===== src/rtl/pclk_cfg_reg.sv =====
module pclk_cfg_reg #(
  parameter int MAX_ID = 31
) (
  input  logic                  clk,
  input  logic                  rst_n,
  input  logic                  wr_en,
  input  logic [31:0]           wr_data,
  output logic [31:0]           rd_data,
  output logic [MAX_ID:0]       pclk_en_o,
  output logic [MAX_ID:0]       gclk_en_o,
  output logic [8*MAX_ID+7:0]   gclk_div_o,
  output logic [3*MAX_ID+2:0]   gclk_src_o
);
  localparam int MIN_ID = 2;
  localparam int NUM    = MAX_ID + 1;

  initial if (MAX_ID < MIN_ID || MAX_ID > 127) $error("MAX_ID out of range");

  logic [6:0] r_id;
  logic [2:0] r_src;
  logic [7:0] r_div;
  logic       r_pe, r_ge, pend;

  wire       w_cmd = wr_data[12];
  wire [6:0] w_id  = wr_data[6:0];

  logic [7:0] lk_div;
  logic [2:0] lk_src;
  logic       lk_pe, lk_ge;

  always_comb begin
    lk_div = '0;
    lk_src = '0;
    lk_pe  = 1'b0;
    lk_ge  = 1'b0;
    for (int i = 0; i < NUM; i++) begin
      if (r_id == 7'(i)) begin
        lk_div = gclk_div_o[8*i +: 8];
        lk_src = gclk_src_o[3*i +: 3];
        lk_pe  = pclk_en_o[i];
        lk_ge  = gclk_en_o[i];
      end
    end
  end

  always_ff @(posedge clk) begin
    if (!rst_n) begin
      r_id  <= '0;
      r_src <= '0;
      r_div <= '0;
      r_pe  <= 1'b0;
      r_ge  <= 1'b0;
      pend  <= 1'b0;
    end else if (wr_en) begin
      r_id  <= w_id;
      r_src <= wr_data[10:8];
      r_div <= wr_data[27:20];
      r_pe  <= wr_data[28];
      r_ge  <= wr_data[29];
      pend  <= !w_cmd;
    end else if (pend) begin
      r_src <= lk_src;
      r_div <= lk_div;
      r_pe  <= lk_pe;
      r_ge  <= lk_ge;
      pend  <= 1'b0;
    end
  end

  assign rd_data = {2'b00, r_ge, r_pe, r_div, 7'b0, 1'b0, 1'b0, r_src, 1'b0, r_id};

  genvar g;
  generate
    for (g = 0; g < NUM; g++) begin : g_ent
      if (g < MIN_ID) begin : g_fixed
        assign pclk_en_o[g]        = 1'b0;
        assign gclk_en_o[g]        = 1'b0;
        assign gclk_div_o[8*g +: 8] = 8'h00;
        assign gclk_src_o[3*g +: 3] = 3'h0;
      end else begin : g_slot
        logic [7:0] div_q;
        logic [2:0] src_q;
        logic       pe_q, ge_q;
        always_ff @(posedge clk) begin
          if (!rst_n) begin
            div_q <= '0;
            src_q <= '0;
            pe_q  <= 1'b0;
            ge_q  <= 1'b0;
          end else if (wr_en && w_cmd && w_id == 7'(g)) begin
            div_q <= wr_data[27:20];
            src_q <= wr_data[10:8];
            pe_q  <= wr_data[28];
            ge_q  <= wr_data[29];
          end
        end
        assign pclk_en_o[g]         = pe_q;
        assign gclk_en_o[g]         = ge_q;
        assign gclk_div_o[8*g +: 8] = div_q;
        assign gclk_src_o[3*g +: 3] = src_q;
      end
    end
  endgenerate

  a_r3_commit: assert property (@(posedge clk) disable iff (!rst_n)
    (wr_en && wr_data[12] && wr_data[6:0] >= 7'(MIN_ID) && 32'(wr_data[6:0]) <= MAX_ID)
    |=> (gclk_div_o[32'($past(wr_data[6:0]))*8 +: 8] == $past(wr_data[27:20])
         && gclk_src_o[32'($past(wr_data[6:0]))*3 +: 3] == $past(wr_data[10:8])
         && pclk_en_o[$past(wr_data[6:0])] == $past(wr_data[28])
         && gclk_en_o[$past(wr_data[6:0])] == $past(wr_data[29])));

  a_r4_bad_id_ignored: assert property (@(posedge clk) disable iff (!rst_n)
    (wr_en && wr_data[12] && (wr_data[6:0] < 7'(MIN_ID) || 32'(wr_data[6:0]) > MAX_ID))
    |=> ($stable(pclk_en_o) && $stable(gclk_en_o) && $stable(gclk_div_o) && $stable(gclk_src_o)));

  a_r5_lookup: assert property (@(posedge clk) disable iff (!rst_n)
    ($past(wr_en && !wr_data[12]) && !wr_en && 32'(rd_data[6:0]) <= MAX_ID)
    |=> (rd_data[27:20] == gclk_div_o[32'(rd_data[6:0])*8 +: 8]
         && rd_data[10:8] == gclk_src_o[32'(rd_data[6:0])*3 +: 3]
         && rd_data[28] == pclk_en_o[rd_data[6:0]]
         && rd_data[29] == gclk_en_o[rd_data[6:0]]));

  a_r8_one_entry: assert property (@(posedge clk) disable iff (!rst_n)
    wr_en |=> ($countones(pclk_en_o ^ $past(pclk_en_o)) <= 1
               && $countones(gclk_en_o ^ $past(gclk_en_o)) <= 1));

  a_r9_hold: assert property (@(posedge clk) disable iff (!rst_n)
    (!wr_en && !$past(wr_en)) |=> $stable(rd_data));
endmodule


===== config.mk =====
export PLATFORM = sky130hd
export DESIGN_NAME = pclk_cfg_reg
export DESIGN_NICKNAME = d
export VERILOG_FILES = /design/src/rtl/pclk_cfg_reg.sv
export SDC_FILE = /design/constraint.sdc
export NUM_CORES = 1
export LEC_CHECK = 0
export CORE_MARGIN = 1.5
export CORE_UTILIZATION = 60
export CTS_CLUSTER_DIAMETER = 120
export CTS_CLUSTER_SIZE = 30
export DETAILED_ROUTE_END_ITERATION = 12
export DONT_BUFFER_PORTS = 1
export PLACE_DENSITY = 0.76
export SLEW_MARGIN = 20
export SYNTH_ARGS = -nofsm -noshare
export SYNTH_HDL_FRONTEND = slang
export SYNTH_SLANG_ARGS = --single-unit

===== constraint.sdc =====
create_clock -name clk -period 3.1 [get_ports clk]
set_clock_uncertainty 0.15 [all_clocks]
set_input_delay 0.62 -clock clk [delete_from_list [all_inputs] [get_ports clk]]
set_output_delay 0.62 -clock clk [all_outputs]
set_load 0.01 [all_outputs]

==> results.json, run 1 <==
{
  "hp-class": "in -> reg",
  "postCtsSetupBuffers": 0,
  "relSlewSlack": 0.320,
  "period_share": 0.939,
  "power_switching_w": 0.00216,
  "synthCells": 2334,
  "ys.flop_type": "dfxtp_1",
  "async_reset_ff_frac": 0,
  "clockPowerShare": 0.313,
  "ys.warnings.count": 0,
  "synth_seq_cells": 411,
  "initial_core_util": 0.608,
  "fmax_mhz": 344,
  "crit_path_end_kind": "register",
  "track_usage": 0.433,
  "die_h_um": 190,
  "multi_input_area_mm2": 0.0112,
  "peakVddDrop_uv": 442,
  "htreeDepth": 1,
  "synth.yosys.seq_area_share": 0.394,
  "synth_top_cell_by_area": "dfxtp_1",
  "portBuffers": 0,
  "clock_sinks": 411,
  "via_per_inst": 6.70,
  "place.gp.congestion": 0.984,
  "finalHoldViolCount": 0,
  "layout_commonest_cell": "dfxtp_1",
  "grt_max_degree": 416,
  "grt_overflow": 0,
  "tightest_slew_ps": 1020,
  "tns_ps": 0,
  "drtIter0Drc": 2110,
  "num_rows": 68,
  "postRouteAntennaNets": 0,
  "cts_buffer_depth": 3,
  "setup_viol": 0,
  "p_per_area_mw_per_mm2": 411,
  "die_w_um": 190,
  "cp.arrival_ps": 3180,
  "grt_pass1_vias": 16726,
  "required_ps": 3370,
  "pin_count": 483,
  "drive_gt1_frac": 0.0781,
  "nFillCells": 3024,
  "crit_fanout": 20,
  "syn_to_final_growth_pct": 1.87,
  "synth_top_area_frac": 0.394,
  "clk_pin_slew_ps": 120,
  "layout_common_cells": "409 x dfxtp_1, 346 x mux2i_1, 312 x nor2b_1, 271 x nand2_1, 102 x buf_4",
  "timing.final.max_slew_violations": 0,
  "drc": 0,
  "antenna_found_initial": 4,
  "swShare": 0.246,
  "synth_edf_count": 0,
  "preCtsSetupSlack_ps": 287,
  "setup_slack_ps": 190,
  "cts_tree": "done",
  "wl_um": 80900,
  "min_period_ps": 2910,
  "synth_area_per_cell_um2": 8.95,
  "synthTopCellsByArea": "dfxtp_1 39%, mux2i_1 17%, nor2b_1 9.3%",
  "yosys.cell_types.count": 79,
  "dr.pass1.iters": 9,
  "worstSetupStartpointType": "register",
  "clk_latency_ps": 560,
  "fp.dieArea_mm2": 0.0360,
  "pwr-share-comb": 0.076,
  "grt_setup_unrepaired": "no",
  "cap_viol_max_count": 0,
  "internal-power_w": 0.00660,
  "core_area_mm2": 0.0344,
  "routedWlPerCell_um": 30.6,
  "cts_root_buffer": "clkbuf_16",
  "vias": 17725,
  "dpl.hpwl_um": 57100,
  "seq_area_mm2": 0.00824,
  "path_class": "reg -> reg",
  "pwr-share-seq": 0.611,
  "nets": 2223,
  "outcome": "finished, final reports clean",
  "syn-cell-area_mm2": 0.0209,
  "cellLeakagePower_nw": 8.02,
  "cts-buffers-inserted": 17,
  "grt_pass1_wl_um": 116000
}
[final timing paths]
| kind | from | endpoint | slack [ps] | cells after the start |
|---|---|---|---|---|
| min | wr_data[9] | g_ent[16].g_slot.src_q[1] | 50 | 2 |
| min reg2reg | g_ent[15].g_slot.ge_q | g_ent[15].g_slot.ge_q | 390 | 2 |
| max | r_id[0] | r_div[7] | 190 | 7 |
| max reg2reg | r_id[0] | r_div[7] | 190 | 7 |
[critical path: stages (launching register included)]
cell and delay [ps]:
dfxtp_4 600, inv_1 220, buf_4 210, buf_4 190, o21ai_0 680, a32oi_1 130, nor3_1 440, o22ai_1 160
[cells by family after synthesis]
group / after synthesis / synth area share
other cells: 1 / 0.000179
flops: 411 / 0.394
compound gates: 440 / 0.144
simple gates: 791 / 0.197
mux: 376 / 0.186
buf+inv: 315 / 0.0789
[cells in the mapped netlist (5+ instances only)]
| cell | number |
|---|---|
| o32ai_1 | 8 |
| and2_1 | 9 |
| o221ai_1 | 16 |
| nand2b_1 | 9 |
| a21oi_1 | 72 |
| buf_1 | 25 |
| mux4_2 | 8 |
| nand2_1 | 271 |
| a22oi_1 | 15 |
| mux2i_1 | 346 |
| nor3b_1 | 6 |
| nor2_1 | 72 |
| nor3_1 | 28 |
| o22ai_1 | 25 |
| a22o_1 | 7 |
| a31oi_1 | 18 |
| buf_2 | 46 |
| dfxtp_1 | 411 |
| a211oi_1 | 17 |
| o21ai_0 | 75 |
| o2111ai_1 | 7 |
| clkbuf_1 | 130 |
| nand3_1 | 39 |
| o211ai_1 | 11 |
| buf_4 | 107 |
| a21o_1 | 6 |
| a221oi_1 | 5 |
| o21a_1 | 8 |
| inv_1 | 6 |
| mux2_2 | 22 |
| a21boi_0 | 101 |
| nor2b_1 | 312 |
| nand3b_1 | 6 |
[registers in the layout (all words and copies together) (netlist names)]
| register | cells |
|---|---|
| r_src | 3 |
| g_ent.g_slot.ge_q | 30 |
| g_ent.g_slot.pe_q | 30 |
| g_ent.g_slot.div_q | 240 |
| pend | 1 |
| r_pe | 1 |
| r_id | 7 |
| g_ent.g_slot.src_q | 90 |
| r_div | 8 |
| r_ge | 1 |
[repair_timing]
item                                    4_1_cts  5_1_grt
gates resized for setup                       0        0
endpoints found under the setup margin        0        0
hold endpoints to repair                      1        0
hold buffers                                  1        0
[final cells by class]
cell class	instances	area share
Timing Repair Buffer	107	0.0402
Inverter	6	0.00106
Clock inverter	1	0.000529
Tap cell	455	0.0267
Sequential cell	411	0.387
Antenna cell	1	0.000118
Multi-Input combinational cell	1645	0.524
Clock buffer	19	0.0203
[routing by layer]
layer	global-route usage	share of wire	up-vias
met1	0.563	0.39	8565
met4	0.182	0.049	4
met3	0.149	0.14	231
met2	0.653	0.42	1281
met5	0	0.00030	-
li1	-	-	7644
[power groups by stage]
stage | clock network [W] | logic (W) | registers (W)
2_1_floorplan | 0 | 0.000598 | 0.00544
3_3_place_gp | 0 | 0.000630 | 0.00546
3_5_place_dp | 0 | 0.000635 | 0.00546
4_1_cts | 0.00273 | 0.000637 | 0.00534
5_1_grt | 0.00291 | 0.000686 | 0.00535
6_report | 0.00274 | 0.000666 | 0.00535
[stage by stage]
step | total power, W | instance area [um2] | cells | util | hold slack [ps]
global placement | 0.00609 | 20800 | 2623 | 0.606 | 362
finish | 0.00876 | 21300 | 2645 | 0.619 | 54.5
detailed placement | 0.00610 | 20800 | 2623 | 0.606 | 371
global route | 0.00895 | 21300 | 2644 | 0.619 | 52.7
CTS | 0.00872 | 21300 | 2644 | 0.619 | 55.0
floorplan | 0.00604 | 21000 | 2371 | - | 302
Note: power is estimated with default switching activity, not from simulation.
==> inputs of run 2 (changes only) <==
--- a/config.mk
+++ b/config.mk
@@ -5,13 +5,13 @@
 export SDC_FILE = /design/constraint.sdc
 export NUM_CORES = 1
 export LEC_CHECK = 0
+export BUFFER_PORTS_ARGS = -buffer_cell sky130_fd_sc_hd__buf_2
 export CORE_MARGIN = 1.5
-export CORE_UTILIZATION = 60
+export CORE_UTILIZATION = 55
 export CTS_CLUSTER_DIAMETER = 120
 export CTS_CLUSTER_SIZE = 30
 export DETAILED_ROUTE_END_ITERATION = 12
-export DONT_BUFFER_PORTS = 1
-export PLACE_DENSITY = 0.76
+export PLACE_DENSITY = 0.81
 export SLEW_MARGIN = 20
 export SYNTH_ARGS = -nofsm -noshare
 export SYNTH_HDL_FRONTEND = slang
==> results.json, run 2 (synthesis results as in run 1) <==
{
  "outcome": "finished, final reports clean",
  "required_ps": 3410,
  "grt.busiest_layer": "met2",
  "peakVddDrop_uv": 325,
  "min_period_ps": 3070,
  "fmax_mhz": 325,
  "fin_hold_ws_ps": 136,
  "clk_latency_ps": 560,
  "nets": 2676,
  "path_class": "reg -> reg",
  "tns_ps": 0,
  "reg_top3": "g_ent.g_slot.div_q (240), g_ent.g_slot.src_q (90)",
  "r2r_start": "r_id[6]",
  "layout_commonest_cell": "buf_2",
  "pwr-share-comb": 0.105,
  "crit_fanout": 13,
  "whs_path_depth": 2,
  "slowest_stage": "dfxtp_1",
  "routedWlPerCell_um": 26.8,
  "r2r_setup_slack_ps": 30,
  "clockPowerShare": 0.305,
  "cp.arrival_ps": 3390,
  "clock_sinks": 411,
  "grt_max_degree": 246,
  "grt_overflow": 0,
  "drtIter0Drc": 2397,
  "setup_viol": 0,
  "cts_tree": "done",
  "vias": 19611,
  "cts-resized-gates": 0,
  "tightest_slew_ps": 1050,
  "postLayoutCellArea_mm2": 0.0237,
  "timing.final.max_slew_violations": 0,
  "num_rows": 71,
  "crit_chain": "buf_4, nand2b_1, nor2_1, buf_4, a22oi_1, o211ai_1, o31ai_1, o2111ai_1, a32o_1",
  "wl_um": 84500,
  "dr.pass1.iters": 6,
  "grt_use_met3": 0.0870,
  "max_stage_delay_ps": 670,
  "postRouteAntennaNets": 0,
  "core_area_mm2": 0.0376,
  "relSlewSlack": 0.301,
  "pwr-share-seq": 0.590,
  "critical-path-top-delay-family": "compound AO/OA/AOI/OAI gates",
  "dpl.hpwl_um": 61000,
  "place.gp.congestion": 0.987,
  "syn_to_final_growth_pct": 13.4,
  "die_h_um": 198,
  "htreeDepth": 1,
  "dpl_cell_area_mm2": 0.0232,
  "swShare": 0.267,
  "cts-buffers-inserted": 17,
  "crit_path_end_kind": "register",
  "layout_common_cells": "432 x buf_2, 409 x dfxtp_1, 346 x mux2i_1, 312 x nor2b_1, 271 x nand2_1",
  "fp.dieArea_mm2": 0.0392,
  "holdPathEnd": "pend",
  "regMostFlops": "g_ent.g_slot.div_q",
  "grtUsageMet2": 0.620,
  "pin_count": 483,
  "met1_usage": 0.585,
  "hp-class": "in -> reg",
  "antenna_found_initial": 2,
  "largest_reg_flops": 240,
  "cellLeakagePower_nw": 10.5,
  "grt_setup_unrepaired": "no",
  "path_common_cell": "buf_4",
  "worstSetupStartpointType": "register",
  "path_buf_inv": 2,
  "drc": 0,
  "drive_gt1_frac": 0.237,
  "power_switching_w": 0.00242,
  "portBuffers": 433,
  "grt_pass1_wl_um": 122000,
  "p_per_area_mw_per_mm2": 382,
  "internal-power_w": 0.00663,
  "track_usage": 0.418,
  "die_w_um": 198,
  "hp-start": "wr_data[12]",
  "reg2reg_depth": 9,
  "initial_core_util": 0.556,
  "holdBufCountCts": 0,
  "cts_buffer_depth": 3,
  "clk_pin_slew_ps": 130,
  "via_per_inst": 6.22,
  "period_share": 0.992,
  "cts_root_buffer": "clkbuf_16",
  "finalHoldViolCount": 0,
  "grt_pass1_vias": 18107,
  "cap_viol_max_count": 0,
  "reg2reg_to": "r_div[0]",
  "postCtsSetupBuffers": 0
}
[run 2: routing by layer]
layer  up-vias  share of wire
met5         -        0.00011
met4         2          0.048
met3       233           0.12
met2      1415           0.43
met1      9398           0.40
li1       8563              -
[run 2: cell type report]
| type | instances | area [um2] |
|---|---|---|
| multi-input cells | 1645 | 11200 |
| repair buffers | 560 | 3190 |
| clock inverters | 1 | 11.3 |
| inverters | 6 | 22.5 |
| flip-flops and latches | 411 | 8240 |
| clock buffers | 19 | 433 |
| fillers | 3263 | 13900 |
| well taps | 511 | 639 |
| diodes | 2 | 5.00 |
[run 2: how the worst max path moves through the flow]
stage | startpoint | to | slack (ps) | cells after the start
floorplan | r_id[1] | r_div[0] | 690 | 9
global placement | r_id[4] | r_pe | 300 | 7
detailed placement | r_id[6] | r_div[0] | 240 | 9
CTS | r_id[6] | r_div[0] | 220 | 9
global route | r_id[6] | r_div[0] | 60 | 9
finish | r_id[6] | r_div[0] | 30 | 9
[run 2: power groups by stage]
| stage | Combinational [W] | Clock (W) | Sequential (W) |
|---|---|---|---|
| 5_1_grt | 0.000976 | 0.00293 | 0.00534 |
| 3_5_place_dp | 0.000903 | 0 | 0.00546 |
| 2_1_floorplan | 0.000598 | 0 | 0.00544 |
| 4_1_cts | 0.000905 | 0.00274 | 0.00534 |
| 6_report | 0.000948 | 0.00276 | 0.00534 |
| 3_3_place_gp | 0.000898 | 0 | 0.00546 |
[run 2: per-stage QoR]
step	setup WS (ps)	total power, W	utilization	std cells
after floorplan	686	0.00604	-	2371
after global placement	296	0.00635	0.619	3133
after detailed placement	236	0.00636	0.619	3133
after CTS	220	0.00898	0.630	3153
after global routing	56.3	0.00924	0.630	3153
final	25.9	0.00905	0.631	3155
